==> src/rtl/crscol_pkg.sv <==
package crscol_pkg;

  typedef struct packed {
    logic repeater;
    logic fullDuplex;
    logic loopback;
    logic speed10;
    logic hbEnable;
  } modeCfg_t;

  typedef struct packed {
    logic crsNext;
    logic colNext;
    logic hbLoad;
    logic hbClear;
  } ctrlStrobes_t;

endpackage

==> src/rtl/crscol_ctrl.sv <==
module crscol_ctrl
  import crscol_pkg::*;
(
  input  logic         clk,
  input  logic         rstN,
  input  modeCfg_t     cfgIn,
  input  logic         txActive,
  input  logic         rxActive,
  output modeCfg_t     mode,
  output ctrlStrobes_t strb
);

  modeCfg_t modeQ;
  logic     txPrev;
  logic     rxOnly;
  logic     hbAllowed;

  // Mode is captured on every edge while reset is held, then frozen.
  always_ff @(posedge clk) begin
    if (!rstN) begin
      modeQ  <= cfgIn;
      txPrev <= 1'b0;
    end else begin
      txPrev <= txActive;
    end
  end

  always_comb begin
    rxOnly       = modeQ.repeater | modeQ.fullDuplex | modeQ.loopback;
    hbAllowed    = modeQ.speed10 & ~modeQ.fullDuplex & modeQ.hbEnable;
    strb.crsNext = rxActive | (txActive & ~rxOnly);
    strb.colNext = ~modeQ.fullDuplex & txActive & rxActive;
    strb.hbLoad  = hbAllowed & txPrev & ~txActive;
    strb.hbClear = txActive;
  end

  assign mode = modeQ;

endmodule

==> src/rtl/crscol_dp.sv <==
module crscol_dp
  import crscol_pkg::*;
#(
  parameter int HB_CYCLES = 25000
) (
  input  logic         clk,
  input  logic         rstN,
  input  ctrlStrobes_t strb,
  output logic         crsOut,
  output logic         colOut
);

  localparam int CW = $clog2(HB_CYCLES + 1);

  logic [CW-1:0] hbCount;
  logic          crsQ;
  logic          colQ;
  logic          hbActive;

  always_ff @(posedge clk) begin
    if (!rstN) begin
      hbCount <= '0;
      crsQ    <= 1'b0;
      colQ    <= 1'b0;
    end else begin
      crsQ <= strb.crsNext;
      colQ <= strb.colNext;
      if (strb.hbLoad)
        hbCount <= CW'(HB_CYCLES);
      else if (strb.hbClear)
        hbCount <= '0;
      else if (hbCount != '0)
        hbCount <= hbCount - 1'b1;
    end
  end

  assign hbActive = (hbCount != '0);
  assign crsOut   = crsQ;
  assign colOut   = colQ | hbActive;

endmodule

==> src/rtl/mii_crs_col.sv <==
module mii_crs_col
  import crscol_pkg::*;
#(
  parameter int HB_CYCLES = 25000
) (
  input  logic clk,
  input  logic rstN,
  input  logic txActive,
  input  logic rxActive,
  input  logic cfgRepeater,
  input  logic cfgFullDuplex,
  input  logic cfgLoopback,
  input  logic cfgSpeed10,
  input  logic cfgHeartbeatEn,
  output logic crs,
  output logic col
);

  modeCfg_t     cfgIn;
  modeCfg_t     mode;
  ctrlStrobes_t strb;

  assign cfgIn = '{repeater:   cfgRepeater,
                   fullDuplex: cfgFullDuplex,
                   loopback:   cfgLoopback,
                   speed10:    cfgSpeed10,
                   hbEnable:   cfgHeartbeatEn};

  crscol_ctrl u_ctrl (
    .clk      (clk),
    .rstN     (rstN),
    .cfgIn    (cfgIn),
    .txActive (txActive),
    .rxActive (rxActive),
    .mode     (mode),
    .strb     (strb)
  );

  crscol_dp #(.HB_CYCLES(HB_CYCLES)) u_dp (
    .clk    (clk),
    .rstN   (rstN),
    .strb   (strb),
    .crsOut (crs),
    .colOut (col)
  );

endmodule

==> config.mk <==
export PLATFORM = sky130hd
export DESIGN_NAME = mii_crs_col
export DESIGN_NICKNAME = d
export VERILOG_FILES = /design/src/rtl/crscol_pkg.sv /design/src/rtl/crscol_ctrl.sv /design/src/rtl/crscol_dp.sv /design/src/rtl/mii_crs_col.sv
export SDC_FILE = /design/constraint.sdc
export NUM_CORES = 1
export LEC_CHECK = 0
export ABC_AREA = 1
export BUFFER_PORTS_ARGS = -buffer_cell sky130_fd_sc_hd__buf_2
export CORE_MARGIN = 10
export CORE_UTILIZATION = 55
export DETAILED_ROUTE_END_ITERATION = 12
export PLACE_DENSITY_LB_ADDON = 0.2
export SYNTH_ARGS = -nofsm -noshare
export SYNTH_HDL_FRONTEND = slang
export SYNTH_HIERARCHICAL = 1
export SYNTH_SLANG_ARGS = --single-unit
export TNS_END_PERCENT = 20
==> constraint.sdc <==
create_clock -name clk -period 1.4 [get_ports clk]
set_input_delay 0.07 -clock clk [delete_from_list [all_inputs] [get_ports clk]]
set_output_delay 0.07 -clock clk [all_outputs]
set_load 0.01 [all_outputs]
* Word level (Yosys, flattened, before mapping)
Index checks and enable logic that the tools add are counted.
** Word-level totals
- Flip-flop bits (word level) :: 23
- Output and inout bits :: 2
- Bits of input ports :: 9
** Operators by class
- Multiplexer cells :: 3
- $add $sub $neg :: 1
- Bitwise operators :: 15
- Reductions and logical operators :: 3
** Operators by type and width (number)
- 15-bit two-way mux :: 3
- 15-bit nonzero test :: 1
- 15-bit by 1-bit subtractor with 15-bit output (second input constant) :: 1
- 1-bit AND :: 7
- 1-bit inverter :: 4
- 1-bit OR :: 4
- 3-bit nonzero test :: 1
- 3-bit OR reduction :: 1

* Depth between registers and ports, before layout
- Depth after elaboration :: 6
- Mapped depth :: 9
- Gate-level depth less buffers :: 9

* Modules after synthesis
The synthesis kept the hierarchy.
** Modules (own cells, without submodules)
- crscol_dp :: instances 1, area an instance 864.6 µm², sequential area each 340.3 µm², cells each 122
- crscol_ctrl :: instances 1, area an instance 241.5 µm², sequential area each 170.2 µm², cells each 21

* Worst setup path after synthesis
OpenSTA, ideal clock, no wires.
- Path type :: register to output
- From :: register u_dp.hbCount[0]
- To :: output col
- Data arrival time :: 1.266 ns
- Required time :: 1.330 ns
- Path buffers :: 1
- Path slack :: 0.064 ns
- Cell stages (with the launch flop) :: 8
- Cells stage by stage :: dfxtp_1 inv_1 ha_1 nand2_1 nor2_4 nand3_2 buf_6 or2_1
** On the way
- Longest elaborated chain between the ends :: 2
** RTL lines
- start, declared :: line crscol_dp.sv:15 : logic [CW-1:0] hbCount;
- start signal, assigned :: line crscol_dp.sv:29 : hbCount <= CW'(HB_CYCLES);
- start signal, assigned :: line crscol_dp.sv:33 : hbCount <= hbCount - 1'b1;
- 15-bit nonzero test :: line crscol_dp.sv:37 : assign hbActive = (hbCount != '0);
- 1-bit OR :: line crscol_dp.sv:39 : assign colOut = colQ | hbActive;
- end, declared :: line mii_crs_col.sv:16 : output logic col
Every way passes these cells.

* Worst setup path in the final report
- From :: register u_dp.hbCount[13]
- To :: output col
The elaborated chain is that of the path after synthesis.

==> flow_summary.json <==
{
  "status": "finished with violations",
  "violations": "setup timing",
  "antenna_cells": 0,
  "grtUsageTotal_pct": 12.1,
  "routabilityCongestion": 0.845,
  "grt_overflow": 0,
  "port_buffers": 10,
  "area_delta_synth_final_pct": 31.0,
  "cp.arrival_ns": 1.49,
  "synth.area.top_cells": "dfxtp_1 (33%), edfxtp_1 (14%), nand2_1 (11%)",
  "end_kind": "output pin",
  "cp.required_ns": 1.33,
  "cts_num_sinks": 23,
  "drc": 0,
  "cts_made_buffers": 3,
  "period_minus_slack_ns": 1.56,
  "layout-drive-gt1-share_pct": 35.3,
  "maxCapViolCount": 0,
  "avgSynthCellArea_um2": 7.73,
  "grt_pass1_wl_mm": 4.08,
  "grt_max_degree": 14,
  "syn_inst": 143,
  "synth_top_cell_by_area": "dfxtp_1",
  "tightest_slew_ns": 0.312,
  "cts_root_buffer": "clkbuf_4",
  "crit_type": "reg -> out",
  "drt_iter0_markers": 36,
  "syn-cell-area_um2": 1110,
  "maxSlewViolCount": 0,
  "route.top_layer_used": "met4",
  "dr_wl_met3_um": 95,
  "relSlewSlack_pct": 79.2,
  "rsz0062_at_grt": "yes",
  "final.setup.worst_slack_ns": -0.156,
  "antenna_left": 0,
  "core_um2": 1940,
  "ys_seq_elements": 23,
  "cts_buffer_depth": 2,
  "firstDrtPassIters": 4,
  "drt_wl_total_mm": 2.57,
  "yosysUniqueCellTypes": 24,
  "clkLatencyLatePin_ns": 0.31,
  "h-tree-depth": 1,
  "synth.top_cell.area_share_pct": 32.6,
  "clk_pin_slew_ns": 0.12,
  "skew_ns": 0.00798,
  "critPathMaxFanout": 3,
  "route.met2.wl_mm": 1.30,
  "num_vias": 1001,
  "fmax_mhz": 643,
  "dp.cells": 186,
  "fillCellCount": 134,
  "layout.cells.non_filler": 200,
  "wire_per_inst_um": 12.8,
  "post-route-util_pct": 74.6,
  "ys_warn_count": 6,
  "die_h_um": 64.8,
  "cts_tree": "done",
  "initial_utilization_pct": 57.0,
  "row_count": 16,
  "final-hold-violation-count": 0,
  "hpwl_mm": 1.67,
  "die-area_um2": 4200,
  "die_w_um": 64.8,
  "final_nets": 184,
  "finalCritPeriodShare_pct": 111,
  "r2r_setup_slack_ns": -0.01,
  "setup_violations": 2,
  "num_io_pins": 11,
  "synth_fp_nets": 153,
  "final_cell_mix": "nand2_1 (29), nor2_1 (17), inv_1 (14)",
  "first_global_vias": 957,
  "setup-tns-final_ns": -0.163,
  "final_common_cell": "nand2_1",
  "grt_antenna_before_repair": 0,
  "vias_per_cell": 5.01,
  "seq_area_frac_synth_pct": 46.2,
  "worst_setup_path_start_kind": "flip-flop",
  "met1_length_mm": 1.16,
  "min_path_type": "in -> reg"
}
==> stage by stage <==
step / hold WS [ns] / cell area, µm² / setup WS [ns]
2_1_floorplan: 0.163 / 1110 / 0.0636
3_3_place_gp: 0.247 / 1230 / -0.0273
3_5_place_dp: 0.248 / 1230 / -0.141
4_1_cts: 0.0133 / 1400 / -0.194
5_1_grt: 0.0417 / 1450 / -0.262
6_report: 0.0341 / 1450 / -0.156
==> what timing repair did <==
action | CTS | global route
endpoints found under the hold margin | 6 | 0
hold buffers | 6 | 0
pin swaps | 4 | 5
buffers inserted | 4 | 1
resized for setup | 15 | 18
endpoints found under the setup margin | 15 | 14
==> cells in the mapped netlist <==
library cell	number
xor2_1	6
or2_1	3
nor2_1	20
edfxtp_1	5
nand3b_1	2
buf_4	1
xnor2_1	1
inv_2	2
ha_1	1
o21ai_0	3
and3_1	1
nand2_1	33
nor3_1	4
inv_1	17
nor2_2	6
nand3_1	2
nand3_2	2
o21bai_1	1
nor3_2	1
buf_6	1
a21oi_1	11
nand4_1	1
nor2_4	1
dfxtp_1	18
==> metal layers <==
| metal | global-route usage, % | vias up |
|---|---|---|
| met4 | 3.48 | 0 |
| met1 | 14.0 | 473 |
| li1 | - | 510 |
| met2 | 20.4 | 16 |
| met5 | 0 | - |
| met3 | 4.12 | 2 |
==> final cells by class <==
| class | instances | area [µm²] | area share [%] |
|---|---|---|---|
| Multi-Input combinational cell | 99 | 594 | 41.0 |
| Sequential cell | 23 | 518 | 35.8 |
| Timing Repair Buffer | 28 | 204 | 14.1 |
| Inverter | 19 | 71.3 | 4.92 |
| Tap cell | 27 | 33.8 | 2.33 |
| Clock buffer | 3 | 22.5 | 1.55 |
| Clock inverter | 1 | 5.00 | 0.345 |
==> state kept, by name, summed over array words and instances (netlist names) <==
signal,flops
u_dp/hbCount,15
u_ctrl/mode,5
u_ctrl/txPrev,1
u_dp/colQ,1
u_dp/crsOut,1
==> final timing paths <==
| kind | from | end | cells after the start |
|---|---|---|---|
| setup / recovery | u_dp/hbCount[13] | col | 5 |
| hold / removal | txActive | u_ctrl/txPrev | 3 |
| setup reg to reg | u_dp/hbCount[1] | u_dp/hbCount[5] | 7 |
| hold reg to reg | u_dp/hbCount[4] | u_dp/hbCount[4] | 2 |
==> critical path: stages, from the launching register on <==
cell and delay (ns):
dfxtp_1 0.35, or2_4 0.26, nor2_4 0.14, nand3_4 0.08
or2_1 0.20, buf_2 0.14
==> cells by family after synthesis <==
kind of cell | share of synthesized area [%]
AND/OR/NAND/NOR | 32.0
flip-flops | 46.2
buffers and inverters | 8.15
AO/OA/AOI/OAI | 7.01
XOR/XNOR | 5.54
adder cells (fa/ha/maj) | 1.13
Power is left out: the tool's default activity adds up to more than one toggle a clock period on the data nets, which glitch-free logic cannot reach.
